--- src/rtl/cbu_pkg.sv ---
// Package: shared widths, instruction field positions and condition encodings
// for the compare and conditional branch unit.
// Assumes a 16-bit instruction word whose two top bits mark a branch.
package cbu_pkg;
    localparam int CBU_XLEN     = 32;
    localparam int CBU_ILEN     = 16;
    localparam int CBU_DISP_W   = 10;
    localparam int CBU_COND_W   = 4;
    localparam int CBU_NUM_COND = 10;

    // Relation selector values; the encoding is decoded from the instruction.
    typedef enum logic [CBU_COND_W-1:0] {
        REL_EQ  = 4'd0,
        REL_NE  = 4'd1,
        REL_LT  = 4'd2,
        REL_GT  = 4'd3,
        REL_LTU = 4'd4,
        REL_GTU = 4'd5,
        REL_GE  = 4'd6,
        REL_LE  = 4'd7,
        REL_GEU = 4'd8,
        REL_LEU = 4'd9
    } rel_e;
endpackage

--- src/rtl/cbu_hold_regs.sv ---
// Module: holds the two compared operands until the next compare.
// Assumes cmp_valid and the operands are stable around the clock edge.
module cbu_hold_regs #(
    parameter int XLEN = cbu_pkg::CBU_XLEN
) (
    input  logic            clk,
    input  logic            rst_n,
    input  logic            cmp_valid,
    input  logic [XLEN-1:0] cmp_lhs,
    input  logic [XLEN-1:0] cmp_rhs,
    output logic [XLEN-1:0] lhs_q,
    output logic [XLEN-1:0] rhs_q
);
    // Capture both operands on a compare strobe, clear them on reset.
    always_ff @(posedge clk) begin
        if (!rst_n) begin
            lhs_q <= '0;
            rhs_q <= '0;
        end else if (cmp_valid) begin
            lhs_q <= cmp_lhs;
            rhs_q <= cmp_rhs;
        end
    end

    AST_CAPTURE_OPERANDS: assert property (@(posedge clk) disable iff (!rst_n)
        cmp_valid |=> (lhs_q == $past(cmp_lhs) && rhs_q == $past(cmp_rhs)));
    AST_HOLD_WITHOUT_CMP: assert property (@(posedge clk) disable iff (!rst_n)
        !cmp_valid |=> ($stable(lhs_q) && $stable(rhs_q)));
    AST_RESET_CLEARS: assert property (@(posedge clk)
        !rst_n |=> (lhs_q == '0 && rhs_q == '0));
endmodule

--- src/rtl/cbu_relation.sv ---
// Module: evaluates the selected relation on the held operand pair.
// Assumes the code comes from instruction bits 13:10. Codes at or above
// NUM_COND are reported as undefined.
module cbu_relation #(
    parameter int XLEN     = cbu_pkg::CBU_XLEN,
    parameter int COND_W   = cbu_pkg::CBU_COND_W,
    parameter int NUM_COND = cbu_pkg::CBU_NUM_COND
) (
    input  logic              clk,
    input  logic              rst_n,
    input  logic [XLEN-1:0]   lhs,
    input  logic [XLEN-1:0]   rhs,
    input  logic [COND_W-1:0] code,
    output logic              hit,
    output logic              defined
);
    import cbu_pkg::*;

    logic same, below_u, below_s;

    // Base comparisons shared by all ten relations.
    always_comb begin
        same    = (lhs == rhs);
        below_u = (lhs < rhs);
        below_s = ($signed(lhs) < $signed(rhs));
    end

    // Select the relation named by the code.
    always_comb begin
        defined = (int'(code) < NUM_COND);
        case (rel_e'(code))
            REL_EQ:  hit = same;
            REL_NE:  hit = !same;
            REL_LT:  hit = below_s;
            REL_GT:  hit = !below_s && !same;
            REL_LTU: hit = below_u;
            REL_GTU: hit = !below_u && !same;
            REL_GE:  hit = !below_s;
            REL_LE:  hit = below_s || same;
            REL_GEU: hit = !below_u;
            REL_LEU: hit = below_u || same;
            default: hit = 1'b0;
        endcase
    end

    AST_SIGNS_AGREE: assert property (@(posedge clk) disable iff (!rst_n)
        (lhs[XLEN-1] == rhs[XLEN-1]) |-> (below_s == below_u));
    AST_UNDEF_NO_HIT: assert property (@(posedge clk) disable iff (!rst_n)
        !defined |-> !hit);
endmodule

--- src/rtl/cbu_target.sv ---
// Module: computes the fall-through address and the branch destination.
// Assumes a halfword-scaled, sign-extended displacement relative to pc + 2.
module cbu_target #(
    parameter int XLEN   = cbu_pkg::CBU_XLEN,
    parameter int DISP_W = cbu_pkg::CBU_DISP_W
) (
    input  logic [XLEN-1:0]   pc,
    input  logic [DISP_W-1:0] disp,
    output logic [XLEN-1:0]   fall_pc,
    output logic [XLEN-1:0]   dest_pc
);
    localparam int EXT_W = XLEN - DISP_W - 1;

    logic [XLEN-1:0] offset;

    // Sign-extend and scale the displacement, then add it to the next address.
    always_comb begin
        offset  = {{EXT_W{disp[DISP_W-1]}}, disp, 1'b0};
        fall_pc = pc + XLEN'(2);
        dest_pc = fall_pc + offset;
    end
endmodule

--- src/rtl/cmp_branch_unit.sv ---
// Module: top of the compare and conditional branch unit. It decodes the
// branch form, evaluates the held relation and selects the next PC.
// Assumes that non-branch words are handled elsewhere and fall through here.
module cmp_branch_unit #(
    parameter int XLEN   = cbu_pkg::CBU_XLEN,
    parameter int ILEN   = cbu_pkg::CBU_ILEN,
    parameter int DISP_W = cbu_pkg::CBU_DISP_W,
    parameter int COND_W = cbu_pkg::CBU_COND_W
) (
    input  logic            clk,
    input  logic            rst_n,
    input  logic [XLEN-1:0] pc,
    input  logic [ILEN-1:0] insn,
    input  logic            cmp_valid,
    input  logic [XLEN-1:0] cmp_lhs,
    input  logic [XLEN-1:0] cmp_rhs,
    output logic [XLEN-1:0] next_pc,
    output logic            br_taken,
    output logic            br_illegal
);
    localparam int COND_LO = DISP_W;
    localparam int COND_HI = DISP_W + COND_W - 1;

    logic [XLEN-1:0]   lhs_q, rhs_q, fall_pc, dest_pc;
    logic [COND_W-1:0] code;
    logic [DISP_W-1:0] disp;
    logic              is_branch, hit, defined;

    // Split the instruction word into its branch fields.
    always_comb begin
        is_branch = (insn[ILEN-1:ILEN-2] == 2'b11);
        code      = insn[COND_HI:COND_LO];
        disp      = insn[DISP_W-1:0];
    end

    cbu_hold_regs #(.XLEN(XLEN)) i_hold (
        .clk(clk), .rst_n(rst_n), .cmp_valid(cmp_valid),
        .cmp_lhs(cmp_lhs), .cmp_rhs(cmp_rhs),
        .lhs_q(lhs_q), .rhs_q(rhs_q)
    );

    cbu_relation #(.XLEN(XLEN), .COND_W(COND_W)) i_rel (
        .clk(clk), .rst_n(rst_n), .lhs(lhs_q), .rhs(rhs_q),
        .code(code), .hit(hit), .defined(defined)
    );

    cbu_target #(.XLEN(XLEN), .DISP_W(DISP_W)) i_tgt (
        .pc(pc), .disp(disp), .fall_pc(fall_pc), .dest_pc(dest_pc)
    );

    // Choose the outcome: fault, taken or fall-through.
    always_comb begin
        br_illegal = is_branch && !defined;
        br_taken   = is_branch && defined && hit;
        if (br_illegal)    next_pc = pc;
        else if (br_taken) next_pc = dest_pc;
        else               next_pc = fall_pc;
    end

    AST_NON_BRANCH_FALLS: assert property (@(posedge clk) disable iff (!rst_n)
        (insn[ILEN-1:ILEN-2] != 2'b11) |-> (!br_taken && !br_illegal && next_pc == pc + XLEN'(2)));
    AST_FAULT_KEEPS_PC: assert property (@(posedge clk) disable iff (!rst_n)
        br_illegal |-> (next_pc == pc && !br_taken));
    AST_NOT_TAKEN_STEPS: assert property (@(posedge clk) disable iff (!rst_n)
        (!br_taken && !br_illegal) |-> (next_pc == pc + XLEN'(2)));
endmodule

--- config.mk ---
export PLATFORM = sky130hd
export DESIGN_NAME = cmp_branch_unit
export DESIGN_NICKNAME = d
export VERILOG_FILES = /design/src/rtl/cbu_pkg.sv /design/src/rtl/cbu_hold_regs.sv /design/src/rtl/cbu_relation.sv /design/src/rtl/cbu_target.sv /design/src/rtl/cmp_branch_unit.sv
export SDC_FILE = /design/constraint.sdc
export NUM_CORES = 1
export LEC_CHECK = 0
export BUFFER_PORTS_ARGS = -buffer_cell sky130_fd_sc_hd__buf_2
export CAP_MARGIN = 20
export CORE_UTILIZATION = 37
export DETAILED_ROUTE_END_ITERATION = 12
export GPL_TIMING_DRIVEN = 0
export SLEW_MARGIN = 20
export SYNTH_ARGS = -nofsm -noshare
export SYNTH_HDL_FRONTEND = slang
export SYNTH_SLANG_ARGS = --single-unit
--- constraint.sdc ---
create_clock -name clk -period 10.55 [get_ports clk]
set_input_delay 2.6375 -clock clk [delete_from_list [all_inputs] [get_ports clk]]
set_output_delay 2.6375 -clock clk [all_outputs]
set_load 0.01 [all_outputs]
### Word-level counts from Yosys, hierarchy flattened

Index checks and enable logic that the tools add are counted.

* register bits after elaboration: 64
* output and inout port bits: 34
* logic and storage cells: 33
* input port bits: 115

* add/sub/neg operators: 2
* reduce and logical (&&, ||, !) cells: 12
* muxes and demuxes: 3
* equal/unequal tests: 11
* $lt $le $gt $ge: 3

Operator list (number)
* $lt 32x32->1: 2
* $mux 32: 2
* $add 32x2->32 const B: 1
* $add 32x32->32: 1
* $eq 32x32->1: 1
* $eq 4x3->1 const B: 4
* $pmux 1 s10: 1
* $eq 4x2->1 const B: 2
* $eq 4x4->1 const B: 2
* $logic_and 1x1->1: 5
* $eq 4x1->1 const B: 1
* $logic_not 1->1: 4
* $logic_not 4->1: 1
* $lt 4x4->1 const B: 1
* $eq 2x2->1 const B: 1
* $logic_or 1x1->1: 2

### Depth between registers and ports, before layout

Gate-level depths: netlist of the first run.

* depth after elaboration: 7
* depth in mapped cells: 17
* mapped depth without buffers: 17

### By module

From an unflattened synthesis of the first run, not the netlist that was laid out.

* cells, all modules: 739
* area total of the unflattened synthesis: 6371.1 µm²

Modules (own cells, without submodules)
* cbu_hold_regs: times used 1, seq. area each 1281.2 µm², area an instance 2451.1 µm², cells each 206
* cbu_target: times used 1, seq. area each 0.0 µm², area an instance 2312.2 µm², cells each 322
* cbu_relation: times used 1, seq. area each 0.0 µm², area an instance 972.2 µm², cells each 133
* cmp_branch_unit: times used 1, seq. area each 0.0 µm², area an instance 635.6 µm², cells each 78

### Least setup slack after synthesis of the first run

Ideal clock, no wire load.

* path type: in2out
* from: input port pc[1]
* to: output port next_pc[28]
* required time: 7.913 ns
* slack: 2.231 ns
* cell stages on the path: 17
* arrival time: 5.681 ns
* path buffers: 0
* cell sequence: ha_1 nand3_1 nor2_1 nand2_1 nor2_1 nand3_1 xnor2_1 ha_1 a21oi_1 o21a_1 o2111ai_1 a211oi_1 o21bai_1 a21oi_1 a31oi_1 o311a_1 nor3_2

* longest elaborated chain between the ends: 4

RTL lines
* start, declared: RTL line cmp_branch_unit.sv:12 `input logic [XLEN-1:0] pc,`
* $add 32x2->32 *: RTL line cbu_target.sv:19 `fall_pc = pc + XLEN'(2);`
* $add 32x32->32: RTL line cbu_target.sv:20 `dest_pc = fall_pc + offset;`
* $mux 32 *: RTL line cmp_branch_unit.sv:56 `else if (br_taken) next_pc = dest_pc;`
* $mux 32 *: RTL line cmp_branch_unit.sv:55 `if (br_illegal) next_pc = pc;`
* end, declared: RTL line cmp_branch_unit.sv:17 `output logic [XLEN-1:0] next_pc,`

Every way passes the cells marked *; elsewhere a longest branch is shown, timed or not.

### Worst setup path after layout of the first run

* from: input port pc[1]
* to: output port next_pc[31]

Same word-level chain as after synthesis.

==> results of run 1 <==
[cell usage in the layout, fill, tap and decap left out, drive strengths merged, types with 4 or more instances in the layout]
master / count
buf: 153
mux2i: 74
nor2b: 69
dfxtp: 64
ha: 63
a21oi: 59
inv: 49
nor2: 44
o21ai: 44
nand2: 41
xnor2: 34
clkbuf: 33
nand4: 23
nand3: 21
xor2: 19
a21o: 18
and3: 14
a211oi: 14
nor3: 10
o211ai: 5
o21a: 5
or2: 4
[cell type report]
class / count / area share [%]
Clock buffer: 11 / 3.27
Timing Repair Buffer: 142 / 9.58
Buffer: 33 / 2.06
Sequential cell: 64 / 17.3
Tap cell: 216 / 3.64
Inverter: 48 / 2.43
Multi-Input combinational cell: 621 / 61.3
Clock inverter: 5 / 0.422
[worst max-delay path, cell delays in order]
cell and delay, ns:
buf_2 0.15, ha_1 0.26, nand3_1 0.18, nor2_1 0.32
nand2_1 0.28, nor2_1 0.42, nand2_1 0.17, xnor2_1 0.17
ha_1 0.36, o21a_1 0.20, o21a_1 0.16, o21ai_0 0.28
nand2_1 0.10, o2111ai_1 0.12, a21oi_1 0.08, o21ai_0 0.31
mux2i_1 0.28, xnor2_1 0.14, buf_2 0.15
[metal layers]
layer / track usage, % / part of all wire [%] / vias to the layer above
li1: - / - / 3054
met1: 27.2 / 49 / 2689
met2: 32.8 / 44 / 156
met3: 3.25 / 5.3 / 24
met4: 5.00 / 1.3 / 2
met5: 0 / 0.065 / -
[stage by stage]
stage,instance area [um^2],setup slack (ns),hold WS (ns),utilization (%)
after floorplan,6160,2.23,0.483,-
after global placement,7140,1.17,0.497,44.5
after detailed placement,7140,1.16,0.504,44.5
after CTS,7420,1.15,0.520,46.2
after global routing,7420,0.696,0.538,46.2
final,7420,1.13,0.513,46.2
[where the power goes]
part	internal, mW	switching (mW)
Clock	0.165	0.109
Sequential	0.256	0.00729
Combinational	0.128	0.159
[registers in the layout (all words and copies together) (netlist names)]
| signal | cells |
|---|---|
| i_hold.lhs_q | 32 |
| i_hold.rhs_q | 32 |
[path summary, 6_finish.rpt]
path,endpoint,slack (ns),cells past startpoint
setup / recovery,next_pc[31],1.13,19
hold / removal,i_hold.rhs_q[10]$_SDFFE_PN0P_,0.51,2
setup reg to reg,i_hold.rhs_q[15]$_SDFFE_PN0P_,9.87,2
hold reg to reg,i_hold.rhs_q[10]$_SDFFE_PN0P_,0.51,2
[kinds of logic (layout without fill, tap and decap cells)]
| logic type | count (synthesis) | after routing | share of synthesized area, % |
|---|---|---|---|
| xor gates and xnor gates | 53 | 53 | 7.53 |
| and+or+nand+nor | 247 | 247 | 21.9 |
| muxes | 75 | 75 | 12.2 |
| adders and majority gates | 65 | 65 | 13.3 |
| DFF | 64 | 64 | 20.8 |
| buffers and inverters | 81 | 239 | 5.40 |
| AOI/OAI and AO/OA | 181 | 181 | 18.9 |
==> flow_metrics.env, run 1 <==
export IMPL_post_cts_resized=0
export IMPL_drive_gt1_share_pct=19.3
export IMPL_synthFlopType="dfxtp_1"
export IMPL_multiInputGateArea_mm2=0.00455
export IMPL_dp_cells=1124
export IMPL_crit_type="in -> out"
export IMPL_ys_ff_latch=64
export IMPL_syn2layout_area_growth_pct=20.4
export IMPL_die_h_um=131
export IMPL_viasPerCell=5.20
export IMPL_core_area_mm2=0.0161
export IMPL_regArea_mm2=0.00128
export IMPL_syn_inst=766
export IMPL_yosysTopAreaCell="dfxtp_1"
export IMPL_worstPathArrival_ns=6.79
export IMPL_min_from="i_hold.rhs_q[10]$_SDFFE_PN0P_"
export IMPL_p_leak_nw=3.39
export IMPL_fmax_mhz=106
export IMPL_cts_max_level=3
export IMPL_routed_wl_um=16800
export IMPL_antenna_cells=0
export IMPL_cts_hold_buffers=0
export IMPL_fp_row_count=46
export IMPL_drt_iter0_markers=247
export IMPL_fin_crit_sh_pct=89.3
export IMPL_grt_pass1_wl_um=26900
export IMPL_ant_nets=0
export IMPL_clk_pin_slew_ns=0.05
export IMPL_fin_skew_ns=0
export IMPL_post_dp_hpwl_um=13400
export IMPL_grt_setup_unrepaired="false"
export IMPL_grt_pass1_vias=5569
export IMPL_firstDrtPassIters=5
export IMPL_finalSetupViolCount=0
export IMPL_clock_sinks=64
export IMPL_drc=0
export IMPL_grt_overflow=0
export IMPL_final_max_slew_violation_count=0
export IMPL_cts_tree="yes"
export IMPL_ir_worst_vdd_mv=0.0673
export IMPL_relSlewSlack_pct=48.2
export IMPL_status="completed"
export IMPL_hold_viol=0
export IMPL_synth_fp_nets=945
export IMPL_synth_edff_count=0
export IMPL_ys_types=70
export IMPL_synth_area_top_cells="dfxtp_1, ha_1, mux2i_1"
export IMPL_p_per_area_mw_per_mm2=111
export IMPL_grt_max_degree=24
export IMPL_clockBufferDepth=2
export IMPL_worst_pin_slew_ns=0.777
export IMPL_setup_worst_path_start="pc[1]"
export IMPL_netlist_top_cells_count="mux2i_1, nor2b_1, dfxtp_1"
export IMPL_via_count=5925
export IMPL_fin_cells=1140
export IMPL_antenna_found_initial=1
export IMPL_path_max_fanout=7
export IMPL_hp_class="reg -> reg"
export IMPL_detail_route_wl_per_cell_um=14.8
export IMPL_io_buffer_count=142
export IMPL_required_ns=7.91
export IMPL_end_kind="output port"
export IMPL_ys_warnings_count=0
export IMPL_cts_root_buf="clkbuf_16"
export IMPL_cp_start_kind="input port"
export IMPL_yosysMostFrequentCell="mux2i_1"
export IMPL_die_width_um=131
export IMPL_cap_viol_max_count=0
export IMPL_reg2reg_from="i_hold.rhs_q[15]$_SDFFE_PN0P_"
export IMPL_fill_cells=1643
export IMPL_min_period_ns=9.42
export IMPL_cts_setup_buffers=0
export IMPL_fin_total_pwr_mw=0.824
export IMPL_clock_latency_ns=0.32
export IMPL_place_gp_congestion=0.830
export IMPL_yosysSeqAreaShare_pct=20.8
export IMPL_cts_inserted_buffers=9
export IMPL_finalSetupTns_ns=0
export IMPL_yosysTopAreaCellShare_pct=20.8
export IMPL_initial_core_util_pct=38.4
export IMPL_finalNetCount=1098
export IMPL_num_io_pins=149
export IMPL_synth_avg_cell_area_um2=8.05
export IMPL_synthesis_area_mm2=0.00616
export IMPL_die_area_mm2=0.0172
export IMPL_synthArstFlopShare_pct=0
export IMPL_grt_total_usage_pct=20.0
Note: power is estimated with default switching activity, not from simulation.
==> run 2: changes to the inputs <==
--- a/config.mk
+++ b/config.mk
@@ -10,6 +10,7 @@
 export CORE_UTILIZATION = 37
 export DETAILED_ROUTE_END_ITERATION = 12
 export GPL_TIMING_DRIVEN = 0
+export REMOVE_ABC_BUFFERS = 1
 export SLEW_MARGIN = 20
 export SYNTH_ARGS = -nofsm -noshare
 export SYNTH_HDL_FRONTEND = slang
==> run 2 against run 1 <==
Effect of this change: first-iteration DRC count increased by 55%; via count is 3.0% lower; total power is 1.8% lower; core utilization shrank 0.35 points; non-clock buffer count decreased by 23; worst hold slack improved by 0.0020 ns; largest power group unchanged.
==> flow_metrics.env, run 2 (same netlist as run 1, synthesis figures left out) <==
export IMPL_end_kind="output port"
export IMPL_relSlewSlack_pct=38.8
export IMPL_p_per_area_mw_per_mm2=110
export IMPL_max_stage_delay_ns=0.45
export IMPL_die_h_um=131
export IMPL_clk_pin_slew_ns=0.06
export IMPL_crit_type="in -> out"
export IMPL_grt_max_degree=65
export IMPL_io_buffer_count=146
export IMPL_place_gp_congestion=0.866
export IMPL_post_cts_resized=0
export IMPL_clockBufferDepth=2
export IMPL_clock_latency_ns=0.32
export IMPL_ant_nets=0
export IMPL_drt_iter0_markers=382
export IMPL_cp_num_buf_inv=2
export IMPL_cts_root_buf="clkbuf_16"
export IMPL_cp_start_kind="input port"
export IMPL_multiInputGateArea_mm2=0.00456
export IMPL_fp_row_count=46
export IMPL_fin_skew_ns=0
export IMPL_drive_gt1_share_pct=20.0
export IMPL_core_area_mm2=0.0161
export IMPL_cts_setup_buffers=0
export IMPL_cts_hold_buffers=0
export IMPL_grt_pass1_wl_um=24500
export IMPL_grt_pass1_vias=5179
export IMPL_viasPerCell=5.15
export IMPL_die_area_mm2=0.0172
export IMPL_path_max_fanout=7
export IMPL_fill_cells=1617
export IMPL_cp_top_family="compound AO/OA/AOI/OAI gates"
export IMPL_via_count=5745
export IMPL_detail_route_wl_per_cell_um=13.7
export IMPL_finalSetupViolCount=0
export IMPL_layout_commonest_cell="buf_2"
export IMPL_cap_viol_max_count=0
export IMPL_reg_largest_list="i_hold.lhs_q: 32 flops, i_hold.rhs_q: 32 flops"
export IMPL_post_dp_hpwl_um=11900
export IMPL_hp_class="reg -> reg"
export IMPL_antenna_found_initial=0
export IMPL_min_period_ns=9.58
export IMPL_antenna_cells=0
export IMPL_syn2layout_area_growth_pct=19.4
export IMPL_status="completed"
export IMPL_cts_max_level=3
export IMPL_fmax_mhz=104
export IMPL_initial_core_util_pct=38.4
export IMPL_grt_overflow=0
export IMPL_final_max_slew_violation_count=0
export IMPL_required_ns=7.91
export IMPL_final_cell_mix="buf_2, mux2i_1, nor2b_1, dfxtp_1, ha_1"
export IMPL_finalSetupTns_ns=0
export IMPL_clock_sinks=64
export IMPL_cts_tree="yes"
export IMPL_ir_worst_vdd_mv=0.0556
export IMPL_cts_inserted_buffers=9
export IMPL_routed_wl_um=15300
export IMPL_drc=0
export IMPL_die_width_um=131
export IMPL_grt_total_usage_pct=17.8
export IMPL_regArea_mm2=0.00128
export IMPL_firstDrtPassIters=4
export IMPL_slowest_stage="a21oi_1"
export IMPL_fin_crit_sh_pct=90.8
export IMPL_p_leak_nw=3.37
export IMPL_crit_chain="buf_2 > ha_1 > nand3_1 > nor2_1 > nand2_1 > nor2_1 > nand3_1 > xnor2_1 > ha_1 > a21oi_1 > o21a_1 > o2111ai_1 > a211oi_1 > o21bai_1 > a21oi_1 > nor4_1 > o31ai_1 > o211ai_1 > buf_2"
export IMPL_worstPathArrival_ns=6.94
export IMPL_hold_viol=0
export IMPL_worst_pin_slew_ns=0.917
export IMPL_finalNetCount=1075
export IMPL_utilization_pct=45.8
export IMPL_grt_setup_unrepaired="false"
export IMPL_num_io_pins=149
## run 2: cell count changes in the layout (fill, tap and decap cells not counted), sizes merged
cell,change
clkbuf,-23
buf,-1
inv,-1
clkinv,+1
## run 2: where the power goes
part | switching (mW) | internal (mW) | total [mW]
clock | 0.106 | 0.157 | 0.263
combinational | 0.154 | 0.128 | 0.282
sequential | 0.00693 | 0.256 | 0.263
## run 2: path summary, 6_finish.rpt
check,startpoint,end,slack [ns],cells past startpoint
max reg2reg,i_hold.lhs_q[11]$_SDFFE_PN0P_,i_hold.lhs_q[11]$_SDFFE_PN0P_,9.93,2
max,pc[1],next_pc[30],0.97,19
min,i_hold.rhs_q[27]$_SDFFE_PN0P_,i_hold.rhs_q[27]$_SDFFE_PN0P_,0.51,2
min reg2reg,i_hold.rhs_q[27]$_SDFFE_PN0P_,i_hold.rhs_q[27]$_SDFFE_PN0P_,0.51,2
## run 2: worst min-delay path: stages, from the launching register on
cell and delay, ns:
dfxtp_1 0.32, mux2i_1 0.06, nor2b_1 0.10
## run 2: per-stage QoR
stage	power (mW)	worst slack, ns	hold WS, ns	instance area [um^2]	instances
after floorplan	0.455	1.73	0.483	6010	733
after global placement	0.546	0.390	0.499	7010	1095
after detailed placement	0.549	1.01	0.503	7100	1101
after CTS	0.818	0.986	0.520	7360	1116
after global routing	0.863	0.649	0.532	7360	1116
final	0.809	0.971	0.515	7360	1116
## run 2: routing by layer
layer / share of wire [%] / GRT usage [%]
met5: 0 / 0
met3: 5.3 / 3.86
met2: 45 / 29.6
met4: 0.76 / 3.25
met1: 49 / 23.8
## run 2: layout make-up
type / instances / area share, %
repair buffers: 152 / 11.0
flip-flops and latches: 64 / 17.4
inverters: 48 / 2.45
clock inverters: 5 / 0.476
multi-input cells: 621 / 61.9
well taps: 216 / 3.67
clock buffers: 10 / 3.11
